<file path="config.mk">
export PLATFORM = sky130hd
export DESIGN_NAME = geo_vote_predictor
export DESIGN_NICKNAME = d
export VERILOG_FILES = /design/src/rtl/gvp_pkg.sv /design/src/rtl/gvp_index_hash.sv /design/src/rtl/gvp_counter_table.sv /design/src/rtl/gvp_vote_sum.sv /design/src/rtl/geo_vote_predictor.sv
export SDC_FILE = /design/constraint.sdc
export NUM_CORES = 2
export LEC_CHECK = 0
export CAP_MARGIN = 30
export CORE_MARGIN = 3
export CORE_UTILIZATION = 29
export CTS_BUF_LIST = sky130_fd_sc_hd__clkbuf_2 sky130_fd_sc_hd__clkbuf_4 sky130_fd_sc_hd__clkbuf_8
export DETAILED_ROUTE_END_ITERATION = 12
export PLACE_DENSITY = 0.57
export SYNTH_ARGS = -nofsm -noshare
export SYNTH_HDL_FRONTEND = slang
export SYNTH_HIERARCHICAL = 1
export SYNTH_SLANG_ARGS = --single-unit
</file>
<file path="constraint.sdc">
create_clock -name clk_i -period 6.5 [get_ports clk_i]
set_clock_uncertainty 0.1 [all_clocks]
set_input_delay 0.975 -clock clk_i [delete_from_list [all_inputs] [get_ports clk_i]]
set_output_delay 0.975 -clock clk_i [all_outputs]
set_load 0.05 [all_outputs]
</file>
<file path="src/rtl/gvp_pkg.sv">
`timescale 1ns/1ps
package gvp_pkg;

  // history length of table tbl: 0 for table 0, then base*growth^(tbl-1)
  function automatic int hist_len(int tbl, int base, int growth);
    int r;
    if (tbl == 0) return 0;
    r = base;
    for (int i = 1; i < tbl; i++) r = r * growth;
    return r;
  endfunction

endpackage

</file>
<file path="src/rtl/gvp_index_hash.sv">
`timescale 1ns/1ps
module gvp_index_hash #(
  parameter int PC_W   = 32,
  parameter int PC_LSB = 2,
  parameter int IDX_W  = 6,
  parameter int HIST_W = 16,
  parameter int HLEN   = 4
) (
  input  logic [PC_W-1:0]   pc_i,
  input  logic [HIST_W-1:0] hist_i,
  output logic [IDX_W-1:0]  idx_o
);

  logic [IDX_W-1:0] folded;
  logic             unused_pc;

  assign unused_pc = ^{pc_i[PC_W-1:PC_LSB+IDX_W], pc_i[PC_LSB-1:0]};

  always_comb begin
    folded = '0;
    for (int k = 0; k < HIST_W; k++) begin
      if (k < HLEN) folded[k % IDX_W] = folded[k % IDX_W] ^ hist_i[k];
    end
    idx_o = pc_i[PC_LSB +: IDX_W] ^ folded;
  end

endmodule

</file>
<file path="src/rtl/gvp_counter_table.sv">
`timescale 1ns/1ps
module gvp_counter_table #(
  parameter int IDX_W = 6,
  parameter int CTR_W = 4
) (
  input  logic             clk_i,
  input  logic             rst_ni,
  input  logic [IDX_W-1:0] rd_idx_a_i,
  output logic [CTR_W-1:0] ctr_a_o,
  input  logic [IDX_W-1:0] rd_idx_b_i,
  output logic [CTR_W-1:0] ctr_b_o,
  input  logic             wr_en_i,
  input  logic             wr_inc_i
);

  localparam int DEPTH = 1 << IDX_W;
  localparam logic [CTR_W-1:0] CMAX = {1'b0, {(CTR_W-1){1'b1}}};
  localparam logic [CTR_W-1:0] CMIN = {1'b1, {(CTR_W-1){1'b0}}};
  localparam logic [CTR_W-1:0] ONE  = {{(CTR_W-1){1'b0}}, 1'b1};

  logic [CTR_W-1:0] mem_q [DEPTH];
  logic [CTR_W-1:0] nxt;

  assign ctr_a_o = mem_q[rd_idx_a_i];
  assign ctr_b_o = mem_q[rd_idx_b_i];

  // saturating step toward the outcome
  always_comb begin
    nxt = ctr_b_o;
    if (wr_inc_i && (ctr_b_o != CMAX))       nxt = ctr_b_o + ONE;
    else if (!wr_inc_i && (ctr_b_o != CMIN)) nxt = ctr_b_o - ONE;
  end

  always_ff @(posedge clk_i or negedge rst_ni) begin
    if (!rst_ni) begin
      for (int e = 0; e < DEPTH; e++) mem_q[e] <= '0;
    end else if (wr_en_i) begin
      mem_q[rd_idx_b_i] <= nxt;
    end
  end

endmodule

</file>
<file path="src/rtl/gvp_vote_sum.sv">
`timescale 1ns/1ps
module gvp_vote_sum #(
  parameter int N     = 4,
  parameter int CTR_W = 4,
  parameter int SUM_W = 7,
  parameter int BIAS  = 2
) (
  input  logic [N-1:0][CTR_W-1:0] ctrs_i,
  output logic signed [SUM_W-1:0] sum_o
);

  always_comb begin
    sum_o = SUM_W'(BIAS);
    for (int t = 0; t < N; t++) begin
      sum_o = sum_o + SUM_W'($signed(ctrs_i[t]));
    end
  end

endmodule

</file>
<file path="src/rtl/geo_vote_predictor.sv">
`timescale 1ns/1ps
module geo_vote_predictor #(
  parameter int NUM_TABLES = 4,
  parameter int IDX_W      = 6,
  parameter int CTR_W      = 4,
  parameter int HIST_W     = 16,
  parameter int BASE_LEN   = 4,
  parameter int GROWTH     = 2,
  parameter int PC_W       = 32,
  parameter int PC_LSB     = 2,
  localparam int SUM_W     = CTR_W + $clog2(NUM_TABLES) + 1
) (
  input  logic                    clk_i,
  input  logic                    rst_ni,
  input  logic                    pred_valid_i,
  input  logic [PC_W-1:0]         pred_pc_i,
  input  logic                    upd_valid_i,
  input  logic [PC_W-1:0]         upd_pc_i,
  input  logic                    upd_taken_i,
  output logic                    pred_valid_o,
  output logic                    pred_taken_o,
  output logic signed [SUM_W-1:0] pred_sum_o,
  output logic [HIST_W-1:0]       ghr_o
);

  localparam int BIAS = NUM_TABLES / 2;
  localparam logic signed [SUM_W-1:0] THR_P = SUM_W'(NUM_TABLES);
  localparam logic signed [SUM_W-1:0] THR_N = -THR_P;

  logic [HIST_W-1:0]                   ghr_q;
  logic [NUM_TABLES-1:0][CTR_W-1:0]    ctr_pred, ctr_upd;
  logic signed [SUM_W-1:0]             sum_pred, sum_upd;
  logic                                mispred, low_conf, train;
  logic                                pred_valid_q, pred_taken_q;
  logic signed [SUM_W-1:0]             pred_sum_q;

  for (genvar t = 0; t < NUM_TABLES; t++) begin : g_tbl
    localparam int HLEN = gvp_pkg::hist_len(t, BASE_LEN, GROWTH);
    logic [IDX_W-1:0] idx_pred, idx_upd;

    gvp_index_hash #(
      .PC_W(PC_W), .PC_LSB(PC_LSB), .IDX_W(IDX_W), .HIST_W(HIST_W), .HLEN(HLEN)
    ) u_hash_pred (
      .pc_i(pred_pc_i), .hist_i(ghr_q), .idx_o(idx_pred)
    );

    gvp_index_hash #(
      .PC_W(PC_W), .PC_LSB(PC_LSB), .IDX_W(IDX_W), .HIST_W(HIST_W), .HLEN(HLEN)
    ) u_hash_upd (
      .pc_i(upd_pc_i), .hist_i(ghr_q), .idx_o(idx_upd)
    );

    gvp_counter_table #(
      .IDX_W(IDX_W), .CTR_W(CTR_W)
    ) u_table (
      .clk_i     (clk_i),
      .rst_ni    (rst_ni),
      .rd_idx_a_i(idx_pred),
      .ctr_a_o   (ctr_pred[t]),
      .rd_idx_b_i(idx_upd),
      .ctr_b_o   (ctr_upd[t]),
      .wr_en_i   (train),
      .wr_inc_i  (upd_taken_i)
    );
  end

  gvp_vote_sum #(
    .N(NUM_TABLES), .CTR_W(CTR_W), .SUM_W(SUM_W), .BIAS(BIAS)
  ) u_sum_pred (
    .ctrs_i(ctr_pred), .sum_o(sum_pred)
  );

  gvp_vote_sum #(
    .N(NUM_TABLES), .CTR_W(CTR_W), .SUM_W(SUM_W), .BIAS(BIAS)
  ) u_sum_upd (
    .ctrs_i(ctr_upd), .sum_o(sum_upd)
  );

  // train on wrong sign or a total inside the confidence window
  assign mispred  = (!sum_upd[SUM_W-1]) != upd_taken_i;
  assign low_conf = (sum_upd < THR_P) && (sum_upd > THR_N);
  assign train    = upd_valid_i && (mispred || low_conf);

  always_ff @(posedge clk_i or negedge rst_ni) begin
    if (!rst_ni) begin
      ghr_q        <= '0;
      pred_valid_q <= 1'b0;
      pred_taken_q <= 1'b0;
      pred_sum_q   <= '0;
    end else begin
      pred_valid_q <= pred_valid_i;
      if (pred_valid_i) begin
        pred_taken_q <= !sum_pred[SUM_W-1];
        pred_sum_q   <= sum_pred;
      end
      if (upd_valid_i) ghr_q <= {ghr_q[HIST_W-2:0], upd_taken_i};
    end
  end

  assign pred_valid_o = pred_valid_q;
  assign pred_taken_o = pred_taken_q;
  assign pred_sum_o   = pred_sum_q;
  assign ghr_o        = ghr_q;

endmodule

</file>
==> insert_results.sql <==
INSERT INTO impl_metrics (metric_group, metric, value, unit) VALUES
('clock_network', 'clock_sinks', '1049', ''),
('global_routing', 'globalRouteOverflowTotal', '0', ''),
('run_status', 'violations_in_the_final_reports', 'setup timing', ''),
('setup_path', 'setup.worst_path.class', 'register to register', ''),
('clock_network', 'clock_tree.htree_level_count', '4', ''),
('synthesis', 'post_synth_instance_area', '0.0635', 'sq mm'),
('synthesis', 'synth_ff_type', 'sky130_fd_sc_hd__dfrtp_1', ''),
('timing', 'tightestPinTransition', '1.18', 'ns'),
('timing', 'timing.final.max_slew_violations', '0', ''),
('setup_path', 'timing.critical_path.required', '7.22', 'ns'),
('setup_path', 'standard_cell_with_the_maximum_stage_delay_on_the_critical_path', 'sky130_fd_sc_hd__fa_1', ''),
('setup_path', 'cp_common_cell', 'sky130_fd_sc_hd__buf_4', ''),
('synthesis', 'postSynthRegisterBits', '1049', ''),
('synthesis', 'syn_nets', '6358', ''),
('worst_hold_path', 'worstHoldPathType', 'register to register', ''),
('run', 'maxCapViolations', '0', ''),
('synthesis', 'netlist.top_cell.by_area', 'sky130_fd_sc_hd__dfrtp_1', ''),
('global_routing', 'overall_track_demand_over_capacity_in_global_routing', '21.7', '%'),
('timing', 'final-setup-viol-count', '1024', ''),
('setup_path', 'crit_arrival', '7.70', 'ns'),
('floorplan', 'chipHeight', '474', 'um'),
('global_routing', 'grt_start_max_net_pins', '158', ''),
('global_routing', 'grt_pass1_vias', '56500', ''),
('detailed_routing', 'routed_via_density', '5.77', ''),
('floorplan', 'die_area', '0.225', 'sq mm'),
('finish', 'final_layout_size_suffix_gt1_share', '35.9', '%'),
('clock_network', 'cts.clk_slew.worst_paths', '0.06', 'ns'),
('place', 'gp_routability_congestion', '0.982', ''),
('place', 'hpwlAfterDp', '176', 'mm'),
('synthesis', 'edff_count_synth', '0', ''),
('global_routing', 'initial_antenna_violation_count', '5', ''),
('timing', 'post-route-min-period', '6.98', 'ns'),
('synthesis', 'synth_most_common_cell', 'sky130_fd_sc_hd__nand2_1', ''),
('floorplan', 'ioPinCount', '94', ''),
('setup_path', 'crit_buf_inv', '7', ''),
('detailed_routing', 'antenna_violating_nets_post_route', '0', ''),
('detailed_routing', 'via_count', '57700', ''),
('floorplan', 'die_x', '474', 'um'),
('clock_network', 'clockBufferDepth', '3', ''),
('detailed_routing', 'wirelength', '249', 'mm'),
('timing', 'final.setup.worst_slack', '-0.478', 'ns'),
('setup_path', 'worst_path_dominant_cell_family', 'adder cells', ''),
('synthesis', 'post_synth_main_area_contributors', 'sky130_fd_sc_hd__dfrtp_1 41%, sky130_fd_sc_hd__mux4_2 15%, sky130_fd_sc_hd__nand2_1 7.5%, sky130_fd_sc_hd__o21ai_0 4.2%, sky130_fd_sc_hd__mux2_2 2.8%', ''),
('setup_path', 'nature_of_the_critical_path_startpoint', 'register', ''),
('timing', 'finalHoldViolations', '0', ''),
('setup_path', 'timing.critical_path.slowest_cell_delay', '0.67', 'ns'),
('clock_network', 'worst_skew_pair.late_latency', '0.99', 'ns'),
('floorplan', 'placementRows', '171', ''),
('detailed_routing', 'drt-initial-drc-count', '7071', ''),
('clock_network', 'clock-root-buffer', 'sky130_fd_sc_hd__clkbuf_8', ''),
('global_routing', 'grt_first_pass_wirelength', '373', 'mm'),
('synthesis', 'synth_warn', '6', ''),
('timing', 'timing.final.crit_share', '107', '%'),
('run_status', 'run_status', 'finished with violations', ''),
('detailed_routing', 'first_pass_iters', '6', ''),
('clock_network', 'cts-buffers-inserted', '188', ''),
('synthesis', 'synthArstFlopShare', '100', '%'),
('timing', 'relSlewSlack', '21.0', '%'),
('detailed_routing', 'drc', '0', ''),
('synthesis', 'synthesis.instances', '6249', ''),
('floorplan', 'floorplan.initialDensity', '29.2', '%'),
('clock_network', 'tritoncts', 'done', ''),
('place', 'place_ws', '-1.34', 'ns'),
('synthesis', 'synth_common_cells', '1,262 x sky130_fd_sc_hd__nand2_1, 1,049 x sky130_fd_sc_hd__dfrtp_1, 534 x sky130_fd_sc_hd__o21ai_0, 456 x sky130_fd_sc_hd__nor2_1, 429 x sky130_fd_sc_hd__mux4_2', ''),
('synthesis', 'yosys.cell_types.count', '100', ''),
('synthesis', 'syn_area_per_cell', '10.2', 'sq um'),
('setup_path', 'worstPathMaxFanout', '19', ''),
('timing', 'unrepaired_setup_endpoints_after_global_routing', 'yes', ''),
('timing', 'fmax', '143', 'MHz'),
('place', 'placement.io_buffers', '41', ''),
('finish', 'n_fill_cell', '21300', ''),
('finish', 'area_delta_synth_final', '27.9', '%'),
('detailed_routing', 'wl_per_cell', '24.9', 'um'),
('finish', 'final_nets', '7093', ''),
('floorplan', 'fp.coreArea', '0.217', 'sq mm'),
('synthesis', 'post_synthesis_sequential_area_ratio', '41.4', '%'),
('setup_path', 'worstSetupEndpointType', 'register', ''),
('synthesis', 'yosysTopAreaCellShare', '41.4', '%');
## worst paths after layout
kind,from,to,slack (ns),cells past startpoint
max,ghr_o[6]$_DFFE_PN0P_,g_tbl[0].u_table/mem_q[63]$_DFFE_PN0P_,-0.48,26
min,g_tbl[0].u_table/mem_q[30]$_DFFE_PN0P_,g_tbl[0].u_table/mem_q[30]$_DFFE_PN0P_,0.40,2
max reg2reg,ghr_o[6]$_DFFE_PN0P_,g_tbl[0].u_table/mem_q[63]$_DFFE_PN0P_,-0.48,26
min reg2reg,g_tbl[0].u_table/mem_q[30]$_DFFE_PN0P_,g_tbl[0].u_table/mem_q[30]$_DFFE_PN0P_,0.40,2
max in group asynchronous,rst_ni,g_tbl[1].u_table/mem_q[67]$_DFFE_PN0P_,4.02,3
min in group asynchronous,rst_ni,g_tbl[3].u_table/mem_q[200]$_DFFE_PN0P_,0.66,2
## cell type report
cell class / count / area [sq um] / area share [%]
Multi-Input combinational cell: 4622 / 37300 / 45.9
Sequential cell: 1049 / 26300 / 32.3
Timing Repair Buffer: 1045 / 9560 / 11.8
Clock buffer: 306 / 3780 / 4.65
Tap cell: 2854 / 3570 / 4.40
Clock inverter: 38 / 459 / 0.565
Inverter: 78 / 293 / 0.360
Antenna cell: 5 / 12.5 / 0.0154
## layout by cell type (no fill, tap or decap), types with 20 or more instances in the layout
| cell type | count |
|---|---|
| sky130_fd_sc_hd__o41ai_1 | 38 |
| sky130_fd_sc_hd__nand2b_1 | 29 |
| sky130_fd_sc_hd__a221o_1 | 20 |
| sky130_fd_sc_hd__clkbuf_8 | 237 |
| sky130_fd_sc_hd__o311ai_1 | 23 |
| sky130_fd_sc_hd__o31ai_2 | 64 |
| sky130_fd_sc_hd__o41ai_2 | 26 |
| sky130_fd_sc_hd__a221oi_1 | 48 |
| sky130_fd_sc_hd__nand2_1 | 1105 |
| sky130_fd_sc_hd__and3_1 | 22 |
| sky130_fd_sc_hd__clkbuf_4 | 69 |
| sky130_fd_sc_hd__o211ai_1 | 40 |
| sky130_fd_sc_hd__clkdlybuf4s50_1 | 32 |
| sky130_fd_sc_hd__nor2_1 | 300 |
| sky130_fd_sc_hd__nand3_1 | 134 |
| sky130_fd_sc_hd__nand4_1 | 141 |
| sky130_fd_sc_hd__o21ai_1 | 26 |
| sky130_fd_sc_hd__a22oi_1 | 90 |
| sky130_fd_sc_hd__o31ai_1 | 131 |
| sky130_fd_sc_hd__a21oi_1 | 110 |
| sky130_fd_sc_hd__o22ai_1 | 91 |
| sky130_fd_sc_hd__buf_4 | 824 |
| sky130_fd_sc_hd__nor2_4 | 85 |
| sky130_fd_sc_hd__mux2_2 | 156 |
| sky130_fd_sc_hd__nor3_1 | 68 |
| sky130_fd_sc_hd__ha_1 | 20 |
| sky130_fd_sc_hd__nand2_4 | 37 |
| sky130_fd_sc_hd__a211oi_1 | 69 |
| sky130_fd_sc_hd__inv_1 | 67 |
| sky130_fd_sc_hd__buf_12 | 101 |
| sky130_fd_sc_hd__nor2b_1 | 30 |
| sky130_fd_sc_hd__o21ai_0 | 509 |
| sky130_fd_sc_hd__nand2_2 | 109 |
| sky130_fd_sc_hd__mux4_2 | 429 |
| sky130_fd_sc_hd__a221oi_2 | 35 |
| sky130_fd_sc_hd__buf_6 | 79 |
| sky130_fd_sc_hd__dfrtp_1 | 1047 |
| sky130_fd_sc_hd__mux2i_1 | 137 |
| sky130_fd_sc_hd__nor2_2 | 76 |
## per-layer routing
layer | GRT usage, % | up-vias | routed length, um
met4 | 11.0 | 4 | 14500
met1 | 29.5 | 29100 | 101000
li1 | - | 24900 | -
met2 | 33.0 | 3004 | 112000
met5 | 0 | - | 25
met3 | 4.23 | 675 | 21500
## kinds of logic (layout without fill, tap and decap cells)
kind of cell    Yosys count  in the layout  share of synthesized area (%)
xor+xnor                 59             59                          0.909
flops                  1049           1049                           41.4
simple gates           2281           2281                           15.7
fa+ha+maj                40             40                           1.00
other cells               0              5                              0
buf+inv                 578           1467                           4.39
mux                     743            743                           20.6
compound gates         1499           1499                           16.1
## state kept, by name (all words and copies together) (netlist names)
register / cells
g_tbl.u_table/mem_q: 1024
ghr_o: 16
pred_sum_o: 7
pred_taken_o: 1
pred_valid_o: 1
## through the flow
step / std cells / util, % / hold slack [ns] / cell area (sq um) / setup TNS (ns)
after global placement: 9616 / 34.1 / 0.370 / 74200 / -1072.94
after detailed placement: 9617 / 34.2 / 0.379 / 74200 / -1165.91
after global routing: 9995 / 37.4 / 0.424 / 81200 / -513.53
after CTS: 9968 / 36.3 / 0.398 / 78900 / -303.96
final: 9997 / 37.4 / 0.399 / 81200 / -318.19
after floorplan: 6249 / - / 0.353 / 63900 / -7.80
## worst min-delay path: cells and delay by family (launching register included)
family,cells,cell delay (ns)
flip-flops,1,0.36
AO/OA/AOI/OAI,1,0.06
AND/OR/NAND/NOR,1,0.05
## timing repair
item	CTS	global route
setup buffers	6	22
hold endpoints to repair	24	0
hold buffers	1	0
cloned	0	3
pin swaps	6	122
endpoints found under the setup margin	1024	1024
gates resized for setup	106	494
Power is left out: the tool's default activity adds up to more than one toggle a clock period on the data nets, which glitch-free logic cannot reach.
